<file path="src/rtl/sdh_cmd_pkg.sv">
package sdh_cmd_pkg;
    typedef enum logic [1:0] {
        ST_IDLE  = 2'd0,
        ST_ISSUE = 2'd1,
        ST_WAIT  = 2'd2
    } cmd_state_t;

    localparam int WORD_W    = 32;
    localparam int RSP_WORDS = 4;
    localparam int RSP_BITS  = WORD_W * RSP_WORDS;
    localparam int CMD_W     = 16;
    localparam int STAT_W    = 11;
    localparam int CFG_W     = 11;
    localparam int IDX_W     = 6;

    localparam logic [1:0] LEN_NONE  = 2'd0;
    localparam logic [1:0] LEN_SHORT = 2'd1;
    localparam logic [1:0] LEN_LONG  = 2'd2;

    localparam int CB_START = 15;
    localparam int CB_FAIL  = 14;
    localparam int CB_BUSYW = 11;
    localparam int CB_NORSP = 10;
    localparam int CB_LONG  = 9;

    localparam int SB_TOUT  = 6;
    localparam int SB_BUSY  = 10;
    localparam int CF_BUSY_EN = 10;

    localparam int OFF_CMD  = 'h00;
    localparam int OFF_ARG  = 'h04;
    localparam int OFF_RSP0 = 'h10;
    localparam int OFF_STAT = 'h20;
    localparam int OFF_CFG  = 'h38;
endpackage

</file>
<file path="src/rtl/sdh_cmd_fsm.sv">
module sdh_cmd_fsm
    import sdh_cmd_pkg::*;
(
    input  logic       clk,
    input  logic       rst_n,
    input  logic       start,
    input  logic       req_ready,
    input  logic       rsp_valid,
    output cmd_state_t state,
    output logic       req_valid,
    output logic       done
);
    cmd_state_t state_d;

    always_comb begin
        state_d = state;
        unique case (state)
            ST_IDLE:  if (start)     state_d = ST_ISSUE;
            ST_ISSUE: if (req_ready) state_d = ST_WAIT;
            ST_WAIT:  if (rsp_valid) state_d = ST_IDLE;
            default:                 state_d = ST_IDLE;
        endcase
    end

    always_ff @(posedge clk) begin
        if (!rst_n) state <= ST_IDLE;
        else        state <= state_d;
    end

    always_comb begin
        req_valid = 1'b0;
        done      = 1'b0;
        unique case (state)
            ST_IDLE:  ;
            ST_ISSUE: req_valid = 1'b1;
            ST_WAIT:  done = rsp_valid;
            default:  ;
        endcase
    end


    req_hold_chk: assert property (@(posedge clk) disable iff (!rst_n)
        (req_valid && !req_ready) |=> req_valid);


    req_from_start_chk: assert property (@(posedge clk) disable iff (!rst_n)
        $rose(req_valid) |-> $past(start));
endmodule

</file>
<file path="src/rtl/sdh_rsp_check.sv">
module sdh_rsp_check
    import sdh_cmd_pkg::*;
(
    input  logic                               no_rsp,
    input  logic                               long_rsp,
    input  logic                               err,
    input  logic [1:0]                         len,
    input  logic [RSP_BITS-1:0]                data,
    output logic                               fail,
    output logic                               store,
    output logic [RSP_WORDS-1:0][WORD_W-1:0]   words
);
    logic bad_len;

    always_comb begin
        bad_len = !((len == LEN_SHORT && !long_rsp) || len == LEN_LONG);
        fail    = err || (!no_rsp && bad_len);
        store   = !fail && !no_rsp;
    end

    for (genvar i = 0; i < RSP_WORDS; i++) begin : g_word
        if (i == 0) begin : g_first
            assign words[i] = (len == LEN_LONG) ? data[WORD_W*i +: WORD_W]
                                                : data[RSP_BITS-1 -: WORD_W];
        end else begin : g_rest
            assign words[i] = (len == LEN_LONG) ? data[WORD_W*i +: WORD_W]
                                                : '0;
        end
    end
endmodule

</file>
<file path="src/rtl/sdh_status_reg.sv">
module sdh_status_reg
    import sdh_cmd_pkg::*;
(
    input  logic              clk,
    input  logic              rst_n,
    input  logic [STAT_W-1:0] clr_mask,
    input  logic              set_tout,
    input  logic              set_busy,
    output logic [STAT_W-1:0] status,
    output logic              irq
);
    logic [STAT_W-1:0] status_d;

    always_comb begin
        status_d = status & ~clr_mask;
        if (set_tout) status_d[SB_TOUT] = 1'b1;
        if (set_busy) status_d[SB_BUSY] = 1'b1;
    end

    always_ff @(posedge clk) begin
        if (!rst_n) begin
            status <= '0;
            irq    <= 1'b0;
        end else begin
            status <= status_d;
            irq    <= |status_d[SB_BUSY:8];
        end
    end


    irq_match_chk: assert property (@(posedge clk) disable iff (!rst_n)
        irq == (|status[SB_BUSY:8]));


    busy_set_chk: assert property (@(posedge clk) disable iff (!rst_n)
        set_busy |=> status[SB_BUSY]);
endmodule

</file>
<file path="src/rtl/sdh_cmd_issue.sv">
module sdh_cmd_issue
    import sdh_cmd_pkg::*;
#(
    parameter int ADDR_W = 8
) (
    input  logic                clk,
    input  logic                rst_n,
    input  logic                wr_en,
    input  logic [ADDR_W-1:0]   wr_addr,
    input  logic [WORD_W-1:0]   wr_data,
    input  logic [ADDR_W-1:0]   rd_addr,
    output logic [WORD_W-1:0]   rd_data,
    output logic                req_valid,
    input  logic                req_ready,
    output logic [IDX_W-1:0]    req_index,
    output logic [WORD_W-1:0]   req_arg,
    input  logic                rsp_valid,
    input  logic                rsp_err,
    input  logic [1:0]          rsp_len,
    input  logic [RSP_BITS-1:0] rsp_data,
    output logic                irq
);
    localparam logic [ADDR_W-1:0] A_CMD  = ADDR_W'(OFF_CMD);
    localparam logic [ADDR_W-1:0] A_ARG  = ADDR_W'(OFF_ARG);
    localparam logic [ADDR_W-1:0] A_STAT = ADDR_W'(OFF_STAT);
    localparam logic [ADDR_W-1:0] A_CFG  = ADDR_W'(OFF_CFG);

    logic [CMD_W-1:0]                cmd_q;
    logic [WORD_W-1:0]               arg_q;
    logic [CFG_W-1:0]                cfg_q;
    logic [RSP_WORDS-1:0][WORD_W-1:0] rsp_q;
    logic [RSP_WORDS-1:0][WORD_W-1:0] chk_words;
    logic [STAT_W-1:0]               status;
    cmd_state_t                      state;
    logic busy, start, done, chk_fail, chk_store;
    logic wr_cmd, wr_arg, wr_stat, wr_cfg;
    logic unused_wdata;

    assign unused_wdata = ^wr_data[WORD_W-1:CMD_W];

    assign busy    = (state != ST_IDLE);
    assign wr_cmd  = wr_en && (wr_addr == A_CMD);
    assign wr_arg  = wr_en && (wr_addr == A_ARG);
    assign wr_stat = wr_en && (wr_addr == A_STAT);
    assign wr_cfg  = wr_en && (wr_addr == A_CFG);
    assign start   = wr_cmd && !busy && wr_data[CB_START];

    sdh_cmd_fsm u_fsm (
        .clk       (clk),
        .rst_n     (rst_n),
        .start     (start),
        .req_ready (req_ready),
        .rsp_valid (rsp_valid),
        .state     (state),
        .req_valid (req_valid),
        .done      (done)
    );

    sdh_rsp_check u_chk (
        .no_rsp   (cmd_q[CB_NORSP]),
        .long_rsp (cmd_q[CB_LONG]),
        .err      (rsp_err),
        .len      (rsp_len),
        .data     (rsp_data),
        .fail     (chk_fail),
        .store    (chk_store),
        .words    (chk_words)
    );

    sdh_status_reg u_stat (
        .clk      (clk),
        .rst_n    (rst_n),
        .clr_mask (wr_stat ? wr_data[STAT_W-1:0] : '0),
        .set_tout (done && chk_fail),
        .set_busy (done && !chk_fail && cmd_q[CB_BUSYW] && cfg_q[CF_BUSY_EN]),
        .status   (status),
        .irq      (irq)
    );

    assign req_index = cmd_q[IDX_W-1:0];
    assign req_arg   = arg_q;

    always_ff @(posedge clk) begin
        if (!rst_n) begin
            cmd_q <= '0;
            arg_q <= '0;
            cfg_q <= '0;
            rsp_q <= '0;
        end else begin
            if (wr_cmd && !busy) begin
                cmd_q <= wr_data[CMD_W-1:0];
            end else if (done) begin
                cmd_q[CB_START] <= 1'b0;
                if (chk_fail) cmd_q[CB_FAIL] <= 1'b1;
            end
            if (wr_arg && !busy) arg_q <= wr_data;
            if (wr_cfg)          cfg_q <= wr_data[CFG_W-1:0];
            if (done && chk_store) rsp_q <= chk_words;
        end
    end

    always_comb begin
        rd_data = '0;
        case (rd_addr)
            A_CMD:  rd_data = WORD_W'(cmd_q);
            A_ARG:  rd_data = arg_q;
            A_STAT: rd_data = WORD_W'(status);
            A_CFG:  rd_data = WORD_W'(cfg_q);
            default: begin
                for (int i = 0; i < RSP_WORDS; i++) begin
                    if (rd_addr == ADDR_W'(OFF_RSP0 + 4 * i)) rd_data = rsp_q[i];
                end
            end
        endcase
    end


    start_clear_chk: assert property (@(posedge clk) disable iff (!rst_n)
        done |=> !cmd_q[CB_START]);


    fail_mark_chk: assert property (@(posedge clk) disable iff (!rst_n)
        (done && chk_fail) |=> (cmd_q[CB_FAIL] && status[SB_TOUT] && $stable(rsp_q)));


    norsp_keep_chk: assert property (@(posedge clk) disable iff (!rst_n)
        (done && cmd_q[CB_NORSP]) |=> $stable(rsp_q));


    pending_ignore_chk: assert property (@(posedge clk) disable iff (!rst_n)
        (busy && !done && wr_en) |=> ($stable(cmd_q) && $stable(arg_q)));
endmodule

</file>
<file path="config.mk">
export PLATFORM = sky130hd
export DESIGN_NAME = sdh_cmd_issue
export DESIGN_NICKNAME = d
export VERILOG_FILES = /design/src/rtl/sdh_cmd_pkg.sv /design/src/rtl/sdh_cmd_fsm.sv /design/src/rtl/sdh_rsp_check.sv /design/src/rtl/sdh_status_reg.sv /design/src/rtl/sdh_cmd_issue.sv
export SDC_FILE = /design/constraint.sdc
export NUM_CORES = 1
export LEC_CHECK = 0
export ABC_AREA = 1
export BUFFER_PORTS_ARGS = -buffer_cell sky130_fd_sc_hd__buf_2
export CORE_MARGIN = 10
export CORE_UTILIZATION = 30
export DETAILED_ROUTE_END_ITERATION = 7
export HOLD_SLACK_MARGIN = 0.08
export SLEW_MARGIN = 20
export SYNTH_ARGS = -nofsm -noshare
export SYNTH_HDL_FRONTEND = slang
export SYNTH_SLANG_ARGS = --single-unit
</file>
<file path="constraint.sdc">
create_clock -name clk -period 1.6 [get_ports clk]
set_input_delay 0.16 -clock clk [delete_from_list [all_inputs] [get_ports clk]]
set_output_delay 0.16 -clock clk [all_outputs]
set_load 0.02 [all_outputs]
</file>
[Word-level counts from Yosys, hierarchy flattened]
Cells that the tools add are included.
Cells by class
  equal/unequal tests: 17
  muxes and demuxes: 21
  bitwise gates (word level): 2
  reductions and logical operators: 31
Operator list (number)
  2-to-1 mux 32 bit: 8
  case mux 32 bit (4 select lines): 1
  equality test 8 x 5 -> 1 bit, second input constant: 4
  equality test 8 x 6 -> 1 bit, second input constant: 4
  equality test 8 x 3 -> 1 bit, second input constant: 2
  logical NOT 8 bit: 2
  logical AND 1 bit: 15
  bitwise AND 11 bit: 1
  2-to-1 mux 11 bit: 1
  NOT 11 bit: 1
  2-to-1 mux 2 bit: 5
  != test 2 bit, second input constant: 3
  case mux 2 bit (3 select lines): 1
  nonzero test 2 bit: 3
  logical NOT 1 bit: 5
  2-to-1 mux 1 bit: 5
  equality test 2 x 1 -> 1 bit, second input constant: 2
  equality test 2 bit, second input constant: 2
  AND reduction 3 bit: 1
  OR reduction 3 bit: 1
  logical NOT 2 bit: 1
  logical OR 1 bit: 2
  AND reduction 2 bit: 1
Word-level totals
  bits in registers: 201
  bits of input ports: 184
  output and inout port bits: 72
  logic and storage cells: 83

[Longest topological paths before layout]
  depth after elaboration: 12
  gate-level depth with buffers: 10
  gate-level depth less buffers: 8

[Cells and area by module]
A second synthesis with hierarchy kept.
Second synthesis, totals
  cells, all modules: 1624
  area total of the unflattened synthesis: 10431.3 µm²
By module, submodules not included
  sdh_cmd_issue: instances 1, cells each 1278, area each 8518.2 µm², sequential area each 3743.6 µm²
  sdh_rsp_check: instances 1, cells each 285, area each 1433.9 µm², sequential area each 0.0 µm²
  sdh_status_reg: instances 1, cells each 46, area each 376.6 µm², sequential area each 240.2 µm²
  sdh_cmd_fsm: instances 1, cells each 15, area each 102.6 µm², sequential area each 40.0 µm²

[Worst setup path before layout]
No wires, ideal clock.
  path kind: input -> output
  from: input port rd_addr[7]
  to: output port rd_data[20]
  arrival time: 1.173 ns
  required time: 1.440 ns
  setup slack: 0.267 ns
  stages on the path: 6
  path buffers: 1
  cells stage by stage: nor2_1 -> nand3_1 -> nor3_4 -> buf_2 -> nand2_1 -> nand3_1
On the way
  word-level cells in the longest chain between the ends: 6
  elaborated cells between the ends (all ways): 13
  classes of those cells: 7 x eq/ne; 5 x mux; 1 x reduce/logical
RTL lines
  start, declared: RTL line sdh_cmd_issue.sv:11  | input logic [ADDR_W-1:0] rd_addr,
  equality test 8 x 5 -> 1 bit: RTL line sdh_cmd_issue.sv:111  | if (rd_addr == ADDR_W'(OFF_RSP0 + 4 * i)) rd_data = rsp_q[i];
  2-to-1 mux 32 bit (4 in series): RTL line sdh_cmd_issue.sv:111
  case mux 32 bit (4 select lines) (*): RTL line sdh_cmd_issue.sv:104  | case (rd_addr)
  end, declared: RTL line sdh_cmd_issue.sv:12  | output logic [WORD_W-1:0] rd_data,
Mark *: on every way between the ends. The rest lies on a longest branch, timed or not.

[Final worst setup path]
  from: register rsp_q[87] (netlist bit)
  to: output port rd_data[23]
On the way
  word-level cells in the longest chain between the ends: 3
RTL lines
  start, declared: RTL line sdh_cmd_issue.sv:31  | logic [RSP_WORDS-1:0][WORD_W-1:0] rsp_q;
  start signal, assigned: RTL line sdh_cmd_issue.sv:98  | if (done && chk_store) rsp_q <= chk_words;
  2-to-1 mux 32 bit (2 in series): RTL line sdh_cmd_issue.sv:111
  case mux 32 bit (4 select lines): RTL line sdh_cmd_issue.sv:104
Every way passes these cells.

==> metrics.csv <==
stage;metric;value;unit
critical_path;Worst R2R End;rsp_q[70];
synthesis;register bit total from synthesis;201;
critical_path;Crit Path Category;flop to output port;
timing;Final Max Slew Viols;0;
power_and_ir_drop;internal power;9.67;mW
synthesis;EDFF count, synth;0;
synthesis;syn avg cell area;6.05;um2
global_routing;GRT Overall Usage;18.8;%
power_and_ir_drop;Psw;3.09;mW
synthesis;register area share after synthesis;34.4;%
power_and_ir_drop;Peak VDD IR;0.000544;V
floorplanning;die area;47300;um2
power_and_ir_drop;Sw Share;24.2;%
job;MaxCap Viol Count;0;
drt;DR vias;13100;
power_and_ir_drop;Leak;8.81;nW
clocking;CTS root buffer;clkbuf_16;
synthesis;cell taking the most area after synthesis;dfxtp_1;
synthesis;Netlist Area Pre-Place;11700;um2
power_and_ir_drop;power per cell area;739;nW/um2
critical_path;cell mode on critical path;nor2_1;
critical_path;Req. time, crit path;1.44;ns
timing;Setup Viol. Count Final;3;
drt;First-pass DRT Iterations;5;
placed_design;GP Congestion;0.976;
drt;DRT iter0 DRCs;853;
critical_path;logic depth of the worst path, buffers included;5;
synthesis;Synth async-reset ratio;0;%
floorplanning;Die X;218;um
synthesis;Post-Syn Nets;2119;
hold_path;Hold EP;rsp_q[65];
critical_path;CP Cell Sequence;inv_1, nor2_1, nor2_1, nand3_1, buf_6;
placed_design;buffers added on ports;255;
global_routing;first-pass GRT wire length;71800;um
timing;fin crit share;104;%
hold_path;HP Class;primary input to flop;
timing;Slew @ Worst Pin;0.416;ns
floorplanning;total core area;38600;um2
final_layout;Reg area;4070;um2
timing;achievable frequency;602;MHz
synthesis;Post-Syn Instances;1935;
floorplanning;Die Ht;218;um
outcome;status;finished with violations;
outcome;failing checks;setup timing;
power_and_ir_drop;Seq pwr share;39.3;%
drt;antenna-violating nets left;0;
timing;skew final;0.0172;ns
timing;RSZ-0062 raised after global routing;true;
clocking;clk buf depth;3;
timing;Fin Hold WS;0.0789;ns
critical_path;internal reg-to-reg setup slack;0.05;ns
final_layout;Final nets;2506;
global_routing;Overflow after GRT;0;
critical_path;r2r worst-path depth;8;
synthesis;synth warn;0;
floorplanning;Initial Utilization;30.3;%
timing;Slew HR;72.3;%
global_routing;antenna violations before repair;5;
final_layout;Area growth syn-to-layout;47.6;%
final_layout;share of cells above drive strength 1;25.0;%
critical_path;Worst Path Buf+Inv;2;
critical_path;max incr delay on CP;0.29;ns
clocking;Reg clk slew, reported paths;0.06;ns
final_layout;most frequent cells in the layout;nand2_1, inv_1, nor2_1;
power_and_ir_drop;Combinational Power Share;11.3;%
global_routing;vias in the first global route;12700;
synthesis;Synth cell types;28;
critical_path;Setup crit start kind;flop;
global_routing;largest net degree at the start of global routing;82;
clocking;total CTS buffers;25;
clocking;Clk Latency, worst-skew pair;0.53;ns
critical_path;largest fanout on the critical path;2;
critical_path;CP delay by family, top;simple AND/OR/NAND/NOR gates;
hold_path;hold_sp;rsp_data[65];
synthesis;top post-synthesis cells by area;dfxtp_1, nand2_1, nor2_1, inv_1, nand3_1;
critical_path;critical path arrival;1.50;ns
timing;Tmin final;1.66;ns
drt;drt wl/cell;16.6;um
hold_path;hold depth;5;
power_and_ir_drop;Clk pwr share;49.4;%
clocking;CTS tree;yes;
drt;drt via density;4.59;
placed_design;DP HPWL;33200;um
drt;wirelength, routed;47600;um
floorplanning;I/O pin count;256;
timing;final worst slack;-0.0620;ns
final_layout;Multi-input gate area;6100;um2
critical_path;reg-to-reg critical path startpoint;u_fsm.state[0];
floorplanning;row cnt;72;
synthesis;top_reg_cell synth;dfxtp_1;
final_layout;filler cell count;3937;
final_layout;most common cell after layout, fill and taps aside;nand2_1;
critical_path;CP max-delay cell;dfxtp_1;
clocking;# clock sinks;201;
clocking;H-tree levels;1;
synthesis;Yosys top cell area share;34.4;%
critical_path;Critical Path End Type;output port;
timing;Final Hold Fails;0;
timing;setup tns final;-0.141;ns
drt;DRC viols;0;
-- final cells by class --
type / count / area share [%]
Multi-Input combinational cell: 1216 / 35.3
Sequential cell: 201 / 23.5
Timing Repair Buffer: 481 / 23.4
Inverter: 397 / 8.68
Clock buffer: 30 / 3.90
Tap cell: 518 / 3.75
Clock inverter: 15 / 1.33
Antenna cell: 3 / 0.0434
-- sequential cells by signal, indices dropped and copies added, names as in the netlist --
register / cells
rsp_q: 128
req_arg: 32
cmd_q: 16
cfg_q: 11
u_stat.status: 11
u_fsm.state: 2
u_stat.irq: 1
-- how the worst max path moves through the flow --
| stage | from | slack (ns) | to |
|---|---|---|---|
| floorplan | rd_addr[7] | 0.27 | rd_data[20] |
| global placement | rd_addr[7] | -0.17 | rd_data[11] |
| detailed placement | rd_addr[5] | -0.13 | rd_data[15] |
| CTS | rsp_q[52] | -0.06 | rd_data[20] |
| global route | rsp_q[62] | -0.09 | rd_data[30] |
| finish | rsp_q[87] | -0.06 | rd_data[23] |
-- cell usage after synthesis (all sizes together), types with 5 or more instances --
cell    number
inv        396
o211ai       7
nor2       399
a21oi       62
o21bai      96
nand2      396
buf         80
clkbuf      41
o21ai       36
dfxtp      201
nor3         5
nand3      211
-- power groups by stage --
stage	clock (mW)	sequential [mW]	combinational [mW]
2_1_floorplan	0	5.12	0.527
3_3_place_gp	0	5.12	1.05
3_5_place_dp	0	5.12	1.05
4_1_cts	6.40	5.01	1.38
5_1_grt	6.60	5.01	1.58
6_report	6.30	5.01	1.45
-- metrics by stage --
step	setup slack (ns)	power [mW]	utilization (%)	instances	cell area, um2
after floorplan	0.267	5.65	-	1935	11700
after global placement	-0.170	6.17	35.4	2651	13700
after detailed placement	-0.132	6.17	35.4	2651	13700
after CTS	-0.0567	12.8	42.6	2847	16500
after global routing	-0.0868	13.2	44.7	2860	17300
final	-0.0620	12.8	44.7	2861	17300
-- per-layer routing --
layer  vias to the layer above  track usage (%)  routed length, um
met5                         -                0                 20
met4                         2             5.73               1340
met3                        93             4.41               3610
met2                       479             28.4              20700
met1                      5978             26.0              21900
li1                       6567                -                  -
-- logic make-up (layout without fill, tap and decap cells) --
| family | count (synthesis) | count (layout) | synth area share, % |
|---|---|---|---|
| flip-flops | 201 | 201 | 34.4 |
| buffers and inverters | 518 | 923 | 19.2 |
| AO/OA/AOI/OAI | 201 | 201 | 10.8 |
| other | 0 | 3 | 0 |
| AND/OR/NAND/NOR | 1015 | 1015 | 35.6 |
-- worst reg2reg max path, delay by kind of cell (launching register included) --
kind | cells | cell delay [ns]
simple gates | 3 | 0.34
buf+inv | 4 | 0.59
compound gates | 1 | 0.17
flops | 1 | 0.33
-- repair_timing --
action | CTS | global route
resized for setup | 131 | 203
hold endpoints to repair | 178 | 0
endpoints found under the setup margin | 34 | 93
setup buffers | 2 | 7
gates cloned | 2 | 5
hold buffers | 148 | 0
pin swaps | 33 | 58
(Power assumes the default switching activity.)
